### src/rtl/nic_pkg.sv
package nic_pkg;

    // Configuration write targets selected by wr_sel_i
    typedef enum logic [1:0] {
        CFG_VEC  = 2'd0,
        CFG_PRIO = 2'd1,
        CFG_EN   = 2'd2,
        CFG_GIE  = 2'd3
    } cfg_sel_e;

endpackage

### src/rtl/nic_cfg_regs.sv
module nic_cfg_regs #(
    parameter int N_DEV  = 8,
    parameter int PRIO_W = 3,
    parameter int ADDR_W = 16,
    parameter int IDX_W  = 4
) (
    input  logic                           clk_i,
    input  logic                           rst_ni,
    input  logic                           wr_en_i,
    input  logic [1:0]                     wr_sel_i,
    input  logic [IDX_W-1:0]               wr_idx_i,
    input  logic [ADDR_W-1:0]              wr_data_i,
    output logic [N_DEV:0][ADDR_W-1:0]     vec_o,
    output logic [N_DEV-1:0][PRIO_W-1:0]   prio_o,
    output logic [N_DEV-1:0]               en_o,
    output logic                           gie_o
);
    import nic_pkg::*;

    typedef struct packed {
        logic [N_DEV:0][ADDR_W-1:0]   vec;
        logic [N_DEV-1:0][PRIO_W-1:0] prio;
        logic [N_DEV-1:0]             en;
        logic                         gie;
    } cfg_t;

    cfg_t cfg_d, cfg_q;

    always_comb begin
        cfg_d = cfg_q;
        if (wr_en_i) begin
            unique case (cfg_sel_e'(wr_sel_i))
                CFG_VEC: begin
                    for (int i = 0; i <= N_DEV; i++) begin
                        if (wr_idx_i == IDX_W'(i)) cfg_d.vec[i] = wr_data_i;
                    end
                end
                CFG_PRIO: begin
                    for (int i = 0; i < N_DEV; i++) begin
                        if (wr_idx_i == IDX_W'(i)) cfg_d.prio[i] = wr_data_i[PRIO_W-1:0];
                    end
                end
                CFG_EN: begin
                    for (int i = 0; i < N_DEV; i++) begin
                        if (wr_idx_i == IDX_W'(i)) cfg_d.en[i] = wr_data_i[0];
                    end
                end
                CFG_GIE: cfg_d.gie = wr_data_i[0];
                default: ;
            endcase
        end
    end

    always_ff @(posedge clk_i or negedge rst_ni) begin
        if (!rst_ni) cfg_q <= '0;
        else         cfg_q <= cfg_d;
    end

    assign vec_o  = cfg_q.vec;
    assign prio_o = cfg_q.prio;
    assign en_o   = cfg_q.en;
    assign gie_o  = cfg_q.gie;

    // The global enable only moves on a write aimed at it
    AST_GIE_WRITE_ONLY: assert property (@(posedge clk_i) disable iff (!rst_ni)
        !$stable(gie_o) |-> $past(wr_en_i) && ($past(wr_sel_i) == 2'd3));

endmodule

### src/rtl/nic_arbiter.sv
module nic_arbiter #(
    parameter int N_DEV  = 8,
    parameter int PRIO_W = 3,
    parameter int IDX_W  = 4
) (
    input  logic [N_DEV-1:0]             pend_i,
    input  logic                         nmi_pend_i,
    input  logic [N_DEV-1:0]             en_i,
    input  logic [N_DEV-1:0][PRIO_W-1:0] prio_i,
    input  logic                         gie_i,
    input  logic [PRIO_W-1:0]            level_i,
    output logic                         hit_o,
    output logic                         nmi_o,
    output logic [IDX_W-1:0]             idx_o,
    output logic [PRIO_W-1:0]            prio_o
);
    localparam logic [IDX_W-1:0]  NMI_IDX = IDX_W'(N_DEV);
    localparam logic [PRIO_W-1:0] TOP_LVL = '1;

    logic [N_DEV-1:0] elig;

    // Per-device eligibility: pending, enabled, globally enabled, above level
    for (genvar g = 0; g < N_DEV; g++) begin : g_elig
        assign elig[g] = pend_i[g] && en_i[g] && gie_i && (prio_i[g] > level_i);
    end

    always_comb begin
        hit_o  = 1'b0;
        nmi_o  = 1'b0;
        idx_o  = '0;
        prio_o = '0;
        if (nmi_pend_i) begin
            hit_o  = 1'b1;
            nmi_o  = 1'b1;
            idx_o  = NMI_IDX;
            prio_o = TOP_LVL;
        end else begin
            // Downward scan with >= leaves the lowest index among equals
            for (int i = N_DEV - 1; i >= 0; i--) begin
                if (elig[i] && (!hit_o || prio_i[i] >= prio_o)) begin
                    hit_o  = 1'b1;
                    idx_o  = IDX_W'(i);
                    prio_o = prio_i[i];
                end
            end
        end
    end

endmodule

### src/rtl/nic_level_stack.sv
module nic_level_stack #(
    parameter int DEPTH  = 4,
    parameter int PRIO_W = 3
) (
    input  logic              clk_i,
    input  logic              rst_ni,
    input  logic              push_i,
    input  logic              pop_i,
    input  logic [PRIO_W-1:0] push_val_i,
    output logic [PRIO_W-1:0] top_o,
    output logic              full_o,
    output logic              empty_o
);
    localparam int CNT_W = $clog2(DEPTH + 1);
    localparam int PTR_W = (DEPTH > 1) ? $clog2(DEPTH) : 1;

    typedef struct packed {
        logic [DEPTH-1:0][PRIO_W-1:0] mem;
        logic [CNT_W-1:0]             cnt;
    } stk_t;

    stk_t stk_d, stk_q;

    assign full_o  = (stk_q.cnt == CNT_W'(DEPTH));
    assign empty_o = (stk_q.cnt == '0);
    assign top_o   = empty_o ? '0 : stk_q.mem[PTR_W'(stk_q.cnt - 1'b1)];

    always_comb begin
        stk_d = stk_q;
        if (push_i && !full_o) begin
            stk_d.mem[PTR_W'(stk_q.cnt)] = push_val_i;
            stk_d.cnt = stk_q.cnt + 1'b1;
        end else if (pop_i && !empty_o) begin
            stk_d.cnt = stk_q.cnt - 1'b1;
        end
    end

    always_ff @(posedge clk_i or negedge rst_ni) begin
        if (!rst_ni) stk_q <= '0;
        else         stk_q <= stk_d;
    end

    AST_NO_PUSH_WHEN_FULL: assert property (@(posedge clk_i) disable iff (!rst_ni)
        push_i |-> !full_o);
    AST_PUSH_POP_EXCLUSIVE: assert property (@(posedge clk_i) disable iff (!rst_ni)
        !(push_i && pop_i));

endmodule

### src/rtl/nest_irq_ctrl.sv
module nest_irq_ctrl #(
    parameter int N_DEV       = 8,
    parameter int PRIO_W      = 3,
    parameter int ADDR_W      = 16,
    parameter int STACK_DEPTH = 4,
    localparam int IDX_W      = $clog2(N_DEV + 1)
) (
    input  logic               clk_i,
    input  logic               rst_ni,
    input  logic [N_DEV-1:0]   dev_req_i,
    input  logic               nmi_i,
    input  logic               boundary_i,
    input  logic               ret_i,
    input  logic [ADDR_W-1:0]  next_pc_i,
    input  logic               wr_en_i,
    input  logic [1:0]         wr_sel_i,
    input  logic [IDX_W-1:0]   wr_idx_i,
    input  logic [ADDR_W-1:0]  wr_data_i,
    output logic               accept_o,
    output logic [IDX_W-1:0]   vec_idx_o,
    output logic [ADDR_W-1:0]  handler_pc_o,
    output logic [ADDR_W-1:0]  saved_pc_o,
    output logic [PRIO_W-1:0]  cur_level_o,
    output logic               overflow_o
);
    localparam logic [IDX_W-1:0]  NMI_IDX = IDX_W'(N_DEV);
    localparam logic [PRIO_W-1:0] TOP_LVL = '1;

    typedef struct packed {
        logic [N_DEV-1:0]  pend;
        logic              nmi_pend;
        logic [PRIO_W-1:0] level;
        logic              acc;
        logic [IDX_W-1:0]  idx;
        logic [ADDR_W-1:0] hpc;
        logic [ADDR_W-1:0] spc;
        logic              ovf;
    } st_t;

    st_t st_d, st_q;

    logic [N_DEV:0][ADDR_W-1:0]   cfg_vec;
    logic [N_DEV-1:0][PRIO_W-1:0] cfg_prio;
    logic [N_DEV-1:0]             cfg_en;
    logic                         cfg_gie;

    logic              arb_hit, arb_nmi;
    logic [IDX_W-1:0]  arb_idx;
    logic [PRIO_W-1:0] arb_prio;

    logic              take, do_acc;
    logic              stk_pop;
    logic [PRIO_W-1:0] stk_top;
    logic              stk_full, stk_empty;

    nic_cfg_regs #(
        .N_DEV (N_DEV),
        .PRIO_W(PRIO_W),
        .ADDR_W(ADDR_W),
        .IDX_W (IDX_W)
    ) u_cfg (
        .clk_i    (clk_i),
        .rst_ni   (rst_ni),
        .wr_en_i  (wr_en_i),
        .wr_sel_i (wr_sel_i),
        .wr_idx_i (wr_idx_i),
        .wr_data_i(wr_data_i),
        .vec_o    (cfg_vec),
        .prio_o   (cfg_prio),
        .en_o     (cfg_en),
        .gie_o    (cfg_gie)
    );

    nic_arbiter #(
        .N_DEV (N_DEV),
        .PRIO_W(PRIO_W),
        .IDX_W (IDX_W)
    ) u_arb (
        .pend_i    (st_q.pend),
        .nmi_pend_i(st_q.nmi_pend),
        .en_i      (cfg_en),
        .prio_i    (cfg_prio),
        .gie_i     (cfg_gie),
        .level_i   (st_q.level),
        .hit_o     (arb_hit),
        .nmi_o     (arb_nmi),
        .idx_o     (arb_idx),
        .prio_o    (arb_prio)
    );

    // A return strobe owns its cycle; acceptance waits for the next boundary
    assign take    = arb_hit && boundary_i && !ret_i;
    assign do_acc  = take && !stk_full;
    assign stk_pop = ret_i;

    nic_level_stack #(
        .DEPTH (STACK_DEPTH),
        .PRIO_W(PRIO_W)
    ) u_stk (
        .clk_i     (clk_i),
        .rst_ni    (rst_ni),
        .push_i    (do_acc),
        .pop_i     (stk_pop),
        .push_val_i(st_q.level),
        .top_o     (stk_top),
        .full_o    (stk_full),
        .empty_o   (stk_empty)
    );

    always_comb begin
        st_d     = st_q;
        st_d.acc = 1'b0;
        st_d.ovf = take && stk_full;

        if (do_acc) begin
            st_d.acc   = 1'b1;
            st_d.idx   = arb_idx;
            st_d.hpc   = cfg_vec[arb_idx];
            st_d.spc   = next_pc_i;
            st_d.level = arb_prio;
            if (arb_nmi) begin
                st_d.nmi_pend = 1'b0;
            end else begin
                for (int i = 0; i < N_DEV; i++) begin
                    if (arb_idx == IDX_W'(i)) st_d.pend[i] = 1'b0;
                end
            end
        end else if (ret_i) begin
            st_d.level = stk_empty ? '0 : stk_top;
        end

        // New pulses land after clearing, so a fresh request is never lost
        st_d.pend     = st_d.pend | dev_req_i;
        st_d.nmi_pend = st_d.nmi_pend | nmi_i;
    end

    always_ff @(posedge clk_i or negedge rst_ni) begin
        if (!rst_ni) st_q <= '0;
        else         st_q <= st_d;
    end

    assign accept_o     = st_q.acc;
    assign vec_idx_o    = st_q.idx;
    assign handler_pc_o = st_q.hpc;
    assign saved_pc_o   = st_q.spc;
    assign cur_level_o  = st_q.level;
    assign overflow_o   = st_q.ovf;

    AST_ACCEPT_AT_BOUNDARY: assert property (@(posedge clk_i) disable iff (!rst_ni)
        accept_o |-> $past(boundary_i));
    AST_GIE_GATES_MASKABLE: assert property (@(posedge clk_i) disable iff (!rst_ni)
        (accept_o && vec_idx_o != NMI_IDX) |-> $past(cfg_gie));
    AST_LEVEL_STRICT_RISE: assert property (@(posedge clk_i) disable iff (!rst_ni)
        (accept_o && vec_idx_o != NMI_IDX) |-> (cur_level_o > $past(cur_level_o)));
    AST_RETURN_BLOCKS_ACCEPT: assert property (@(posedge clk_i) disable iff (!rst_ni)
        $past(ret_i) |-> !accept_o);
    AST_NMI_TOP_LEVEL: assert property (@(posedge clk_i) disable iff (!rst_ni)
        (accept_o && vec_idx_o == NMI_IDX) |-> (cur_level_o == TOP_LVL));
    AST_NO_OVERFLOW: assert property (@(posedge clk_i) disable iff (!rst_ni)
        overflow_o |-> !accept_o && $stable(cur_level_o));

endmodule

### config.mk
export PLATFORM = sky130hd
export DESIGN_NAME = nest_irq_ctrl
export DESIGN_NICKNAME = d
export VERILOG_FILES = /design/src/rtl/nic_pkg.sv /design/src/rtl/nic_cfg_regs.sv /design/src/rtl/nic_arbiter.sv /design/src/rtl/nic_level_stack.sv /design/src/rtl/nest_irq_ctrl.sv
export SDC_FILE = /design/constraint.sdc
export NUM_CORES = 1
export LEC_CHECK = 0
export ABC_AREA = 0
export BUFFER_PORTS_ARGS = -buffer_cell sky130_fd_sc_hd__buf_2
export CAP_MARGIN = 30
export CORE_ASPECT_RATIO = 1.5
export CORE_MARGIN = 2
export CORE_UTILIZATION = 50
export CTS_BUF_LIST = sky130_fd_sc_hd__clkbuf_8
export DETAILED_ROUTE_END_ITERATION = 16
export PLACE_DENSITY = 0.77
export SYNTH_ARGS = -nofsm -noshare
export SYNTH_HDL_FRONTEND = slang
export SYNTH_HIERARCHICAL = 1
export SYNTH_SLANG_ARGS = --single-unit
export TNS_END_PERCENT = 50
### constraint.sdc
create_clock -name clk_i -period 11.55 [get_ports clk_i]
set_input_delay 2.31 -clock clk_i [delete_from_list [all_inputs] [get_ports clk_i]]
set_output_delay 2.31 -clock clk_i [all_outputs]
set_load 0.05 [all_outputs]
# Word-level counts from Yosys, hierarchy flattened
# Cells that the tools add are included.
[word_totals]
regBits = 242
[classes]
order_cmp = 19
n_eq_ne = 19
n_mux = 66
n_bitwise = 2
n_addsub = 2
n_reduce_logical = 87
[ops]
columns = ["operator", "n"]
rows = [
  ["$mux 3", 31],
  ["$reduce_and 3->1", 25],
  ["$bmux 16 s4", 1],
  ["$logic_and 1x1->1", 38],
  ["$mux 37", 1],
  ["$eq 4x3->1 const B", 8],
  ["$mux 1", 26],
  ["$gt 3x3->1", 8],
  ["$ge 3x3->1", 7],
  ["$eq 4x2->1 const B", 4],
  ["$mux 16", 1],
  ["$bwmux 12", 1],
  ["$logic_not 1->1", 10],
  ["$mux 9", 1],
  ["$eq 4x1->1 const B", 2],
  ["$logic_not 4->1", 2],
  ["$mux 8", 1],
  ["$or 8x8->8", 1],
  ["$logic_or 1x1->1", 7],
  ["$bmux 3 s2", 1],
  ["$demux 3 s2", 1],
  ["$lt 2x3->1 const B", 2],
  ["$lt 4x5->1 const B", 1],
  ["$eq 2x2->1 const B", 2],
  ["12 further kinds", 13],
]

# Longest topological paths before layout
[depth]
ltp_word = 45
mapped_depth = 59
mapped_depth_nobuf = 55

# By module
# Netlist, hierarchy kept.
[by_module_without_submodules]
columns = ["module", "seq_area_each_um2", "area_per_inst_um2", "n_inst", "cells_per_inst"]
rows = [
  ["nic_cfg_regs", 4429.2, 6857.8, 1, 411],
  ["nest_irq_ctrl", 1251.2, 3354.5, 1, 291],
  ["nic_arbiter", 0.0, 1690.4, 1, 215],
  ["nic_level_stack", 375.4, 905.9, 1, 69],
]

# Worst setup path after synthesis
# OpenSTA, ideal clock, no wires.
[synth_timing]
kind = "register -> register"
from = "reg st_q (netlist bit cur_level_o[2])"
to = "reg u_stk/stk_q[1] (netlist name)"
path_slack_ps = 208
t_required_ps = 11463
period_less_slack_ps = 11342
arrival_ps = 11255
setup_time_ps = 87
path_stages_with_launch = 60
cell_sequence = "dfrtp_1 inv_1 ha_1 nand3_1 nand4_1 nor3_1 ha_1 nand2b_1 a21o_1 a2111oi_4 nor3b_1 or2_2 ha_1 nand2b_1 a21o_1 a21o_1 o21a_1 o21a_1 [... 24 more ...] a21oi_2 and2b_2 a221oi_2 inv_1 ha_1 nand2b_1 a21o_1 a21oi_1 a21oi_1 or3_1 nor4bb_1 buf_2 buf_4 buf_2 buf_4 mux2i_1 a32o_1 a22oi_1"
[synth_via]
elab_chain_cells = 44
[synth_lines]
columns = ["item", "line_no", "text"]
rows = [
  ["start, declared", "nest_irq_ctrl.sv:40", "st_t st_d, st_q;"],
  ["start signal, assigned", "nest_irq_ctrl.sv:139", "else st_q <= st_d;"],
  ["$gt 3x3->1", "nic_arbiter.sv:24", "assign elig[g] = pend_i[g] && en_i[g] && gie_i && (prio_i[g] > level_i);"],
  ["$logic_and 1x1->1", "nic_arbiter.sv:24", ""],
  ["$mux 3 / $mux 1 (equally long branches)", "nic_arbiter.sv:40", "if (elig[i] && (!hit_o || prio_i[i] >= prio_o)) begin"],
  ["$mux 3 / $mux 1 (equally long branches)", "nic_arbiter.sv:32", "if (nmi_pend_i) begin"],
  ["$ge 3x3->1 / $logic_not 1->1 (equally long branches)", "nic_arbiter.sv:40", ""],
  ["$logic_or 1x1->1", "nic_arbiter.sv:40", ""],
  ["$logic_and 1x1->1", "nic_arbiter.sv:40", ""],
  ["$mux 3 / $mux 1 (equally long branches)", "nic_arbiter.sv:40", ""],
  ["[... 29 more ...]", "n/a", ""],
  ["$mux 1 *", "nic_arbiter.sv:40", ""],
  ["$mux 1 *", "nic_arbiter.sv:32", ""],
  ["named net arb_hit", "nest_irq_ctrl.sv:47", "logic arb_hit, arb_nmi;"],
  ["$logic_and 1x1->1 * (2 in series)", "nest_irq_ctrl.sv:92", "assign take = arb_hit && boundary_i && !ret_i;"],
  ["$logic_and 1x1->1 *", "nest_irq_ctrl.sv:93", "assign do_acc = take && !stk_full;"],
  ["named net do_acc", "nest_irq_ctrl.sv:51", "logic take, do_acc;"],
  ["$logic_and 1x1->1 *", "nic_level_stack.sv:30", "if (push_i && !full_o) begin"],
  ["$mux 3 / $reduce_bool 2->1 (equally long branches)", "n/a", ""],
  ["end signal, assigned", "nic_level_stack.sv:40", "else stk_q <= stk_d;"],
  ["end, declared", "nic_level_stack.sv:22", "stk_t stk_d, stk_q;"],
]
# The timed path passes the listed nets; every way through them passes the cells marked *. The select of a mux whose other input is x is not followed.
# A chain may end at the register's enable or synchronous reset.

# Worst setup path after layout
[layout_timing]
from = "reg st_q (netlist bit cur_level_o[0])"
to = "reg st_q (netlist bit handler_pc_o[12])"
[layout_lines]
columns = ["item", "line_no", "text"]
rows = [
  ["$gt 3x3->1", "nic_arbiter.sv:24", ""],
  ["$logic_and 1x1->1", "nic_arbiter.sv:24", ""],
  ["$mux 3 / $mux 1 (equally long branches)", "nic_arbiter.sv:40", ""],
  ["$mux 3 / $mux 1 (equally long branches)", "nic_arbiter.sv:32", ""],
  ["$ge 3x3->1 / $logic_not 1->1 (equally long branches)", "nic_arbiter.sv:40", ""],
  ["$logic_or 1x1->1", "nic_arbiter.sv:40", ""],
  ["$logic_and 1x1->1", "nic_arbiter.sv:40", ""],
  ["$mux 3 / $mux 1 (equally long branches)", "nic_arbiter.sv:40", ""],
  ["[... 26 more ...]", "n/a", ""],
  ["$ge 3x3->1 / $logic_not 1->1 (equally long branches)", "nic_arbiter.sv:40", ""],
  ["$logic_or 1x1->1", "nic_arbiter.sv:40", ""],
  ["$logic_and 1x1->1", "nic_arbiter.sv:40", ""],
  ["$mux 3 *", "nic_arbiter.sv:40", ""],
  ["$mux 4 *", "nic_arbiter.sv:32", ""],
  ["named net arb_idx[1]", "nest_irq_ctrl.sv:48", "logic [IDX_W-1:0] arb_idx;"],
  ["$bmux 16 s4 *", "nest_irq_ctrl.sv:118", "st_d.hpc = cfg_vec[arb_idx];"],
  ["$mux 16 (not written as such) *", "nest_irq_ctrl.sv:118", ""],
]
# Marks and branches as above.

==> summary.md <==
| Metric | Value |
|---|---|
| Final-report hold violation count | `0` |
| GP Congestion | `0.9530` |
| Synthesized flop and latch total | `242` |
| Area of the multi-input gates | `6302 µm²` |
| CTS tree | `built` |
| Ratio of cells with drive above 1 in the final layout | `48.27%` |
| Rows | `71` |
| Initial antenna violation count | `1` |
| Number of buffers added on ports | `92` |
| Chip width | `134.7 µm` |
| Top-count cell post-synth | `dfrtp_1` |
| Power per cell area | `194.4 nW/µm²` |
| Clk_lat worst skew | `0.55 ns` |
| Slew @ Worst Pin | `0.9035 ns` |
| Initial Util | `50.95%` |
| CTS Buffer Depth | `3` |
| DR vias/cell | `5.887` |
| Largest net degree at the start of global routing | `92` |
| Final setup vio count | `0` |
| Pins Over Slew Limit | `0` |
| Placed Area | `13,330 µm²` |
| Met1 Routed Length | `11.85 mm` |
| Post-layout minimum cycle time | `11.37 ns` |
| Die height | `200.0 µm` |
| Startpoint types | `register` |
| Peak supply drop | `0.0001818 V` |
| Register area | `6057 µm²` |
| Status | `finished, final reports clean` |
| Asr flop ratio synth | `100.0%` |
| Drt wl/cell | `21.25 µm` |
| Crit path required time | `11.96 ns` |
| Largest area contributor in the netlist | `dfrtp_1` |
| Worst path max stage delay | `0.44 ns` |
| Netlist cell types | `80` |
| Top_reg_cell synth | `dfrtp_1` |
| Worst-path fanout max | `7` |
| Synth top cells by count | `dfrtp_1, mux2_2, nand2_1` |
| Post-route ant nets | `0` |
| EDFF count, synth | `0` |
| Avg Cell Area, Syn | `12.99 µm²` |
| Die area | `26,940 µm²` |
| Max stage delay cell, worst path | `a211oi_1` |
| Final core utilization | `58.80%` |
| Io pins | `93` |
| Tot GR Track Use | `21.70%` |
| Layout fillers | `1,971` |
| Area grow syn2layout | `15.41%` |
| Crit path arrival time | `11.78 ns` |
| GRT overflow | `0` |
| Number of global-route vias before repair | `8,507` |
| Max-cap violations | `0` |
| P_leak | `6.910 nW` |
| Clk slew on worst S/H paths | `0.07 ns` |
| Design Area, Final | `14,780 µm²` |
| H-tree levels | `2` |
| Post-Syn Instances | `986` |
| HP Class | `register to register` |
| Routed WL | `30.89 mm` |
| Top-area cell type share of the netlist area | `47.28%` |
| Core box area | `25,140 µm²` |
| CTS buffer count | `37` |
| DRT iter0 DRCs | `625` |
| Root Driver | `clkbuf_8` |
| WL met2 | `16.28 mm` |
| Via Count | `8,559` |
| DR top layer | `met5` |
| Warnings from Yosys | `6` |
| Critical Path End Type | `register` |
| Clock tree sinks | `242` |
| Max-Slew Margin vs Limit | `39.77%` |
| Synth area leaders | `dfrtp_1, mux2_2, ha_1` |
| Clock Skew | `0.02322 ns` |
| Detailed placement HPWL | `19.55 mm` |
| DR WL met3 | `1.366 mm` |
| Fmax | `87.95 MHz` |
| Crit share post-route | `98.44%` |
| DRC errors left | `0` |
| Register area share after synthesis | `47.28%` |
| Global-route wire length before repair | `45.37 mm` |
| CP Class | `register to register` |
| Cell Area, Synth | `12,810 µm²` |
| Post-synth net total | `1,089` |
| Final-stage net count | `1,206` |
| Pre-antenna DRT Iters | `6` |
==> sequential cells by signal (all words and copies together) (netlist names), 3 cells and up <==
name          cells
handler_pc_o     16
vec_idx_o         4
saved_pc_o       16
u_stk/stk_q      15
u_cfg/vec_o     144
u_cfg/en_o        8
st_q              9
u_cfg/prio_o     24
cur_level_o       3
==> stage by stage <==
| stage | setup WS, ns | hold slack (ns) | power (W) | instances | setup TNS, ns |
|---|---|---|---|---|---|
| floorplan | 0.2076 | 0.4495 | 0.001943 | 986 | 0 |
| global placement | -0.01142 | 0.4704 | 0.002085 | 1343 | -0.01274 |
| detailed placement | -0.1325 | 0.4697 | 0.002125 | 1345 | -2.117 |
| CTS | 0.004391 | 0.4911 | 0.002809 | 1412 | 0 |
| global route | -0.2357 | 0.5043 | 0.003021 | 1453 | -3.500 |
| finish | 0.1801 | 0.4912 | 0.002874 | 1454 | 0 |
==> worst paths after layout <==
| kind | startpoint | endpoint | slack [ns] | depth (start not counted) |
|---|---|---|---|---|
| setup / recovery | cur_level_o[0] | handler_pc_o[12] | 0.18 | 54 |
| hold / removal | u_cfg/vec_o[42] | u_cfg/vec_o[42] | 0.49 | 1 |
| setup reg to reg | cur_level_o[0] | handler_pc_o[12] | 0.18 | 54 |
| hold reg to reg | u_cfg/vec_o[42] | u_cfg/vec_o[42] | 0.49 | 1 |
| max in group asynchronous | rst_ni | saved_pc_o[6] | 8.37 | 2 |
| min in group asynchronous | rst_ni | u_cfg/vec_o[84] | 1.80 | 1 |
==> cell families after synthesis <==
group	share of synthesized area (%)
AND/OR/NAND/NOR	9.143
flip-flops	47.28
multiplexers	25.13
adder cells (fa/ha/maj)	4.982
AO/OA/AOI/OAI	7.991
buffers and inverters	5.470
==> where the power goes <==
group | switching (W) | internal [W]
registers | 0.000113 | 0.00102
logic | 0.000633 | 0.000435
clock network | 0.000325 | 0.000351
total | 0.00107 | 0.00180
==> cells in the final DEF, fill, tap and decap left out, types with 5 or more instances in the layout <==
master     count
o21ai_0        9
a31oi_1       20
nand2b_1       6
ha_1          48
o21a_1         5
mux2_1        15
nand2_1       55
mux2_4         6
nor2_1        29
buf_12         9
a222oi_1      15
nor2b_1        9
a21oi_2        5
a21oi_1       15
nand2_2       11
a21o_1        20
and2_1         8
buf_6          6
clkbuf_8      45
mux2_2       221
nand3_1       13
buf_2         91
mux4_2        16
inv_1         24
clkbuf_16      5
buf_4         49
dfrtp_1      241
==> routing by layer <==
metal  vias to the layer above  GRT usage [%]
met5                         -              0
met4                         2          9.669
met3                        90          3.359
met2                       248          39.46
met1                      4377          25.17
li1                       3842              -
==> critical path: cells and delay by family, from the launching register on <==
kind / cells / cell delay (ns)
fa+ha+maj: 8 / 2.32
flops: 1 / 0.39
simple gates: 12 / 1.93
mux: 2 / 0.62
compound gates: 25 / 4.98
buf+inv: 7 / 0.99
==> repair_timing <==
action                     4_1_cts  5_1_grt
setup buffers                    6       37
pin swaps                        2       52
hold buffers                     0        0
gates resized for setup          3       57
setup endpoints to repair       38       64
gates cloned                     0        6
==> final cells by class <==
type / instances / area share [%]
inverters: 17 / 0.4317
clock inverters: 16 / 0.4994
repair buffers: 163 / 8.481
diodes: 1 / 0.01693
multi-input cells: 642 / 42.63
well taps: 328 / 2.776
clock buffers: 45 / 4.190
flip-flops and latches: 242 / 40.97
Note: power is estimated with default switching activity, not from simulation.
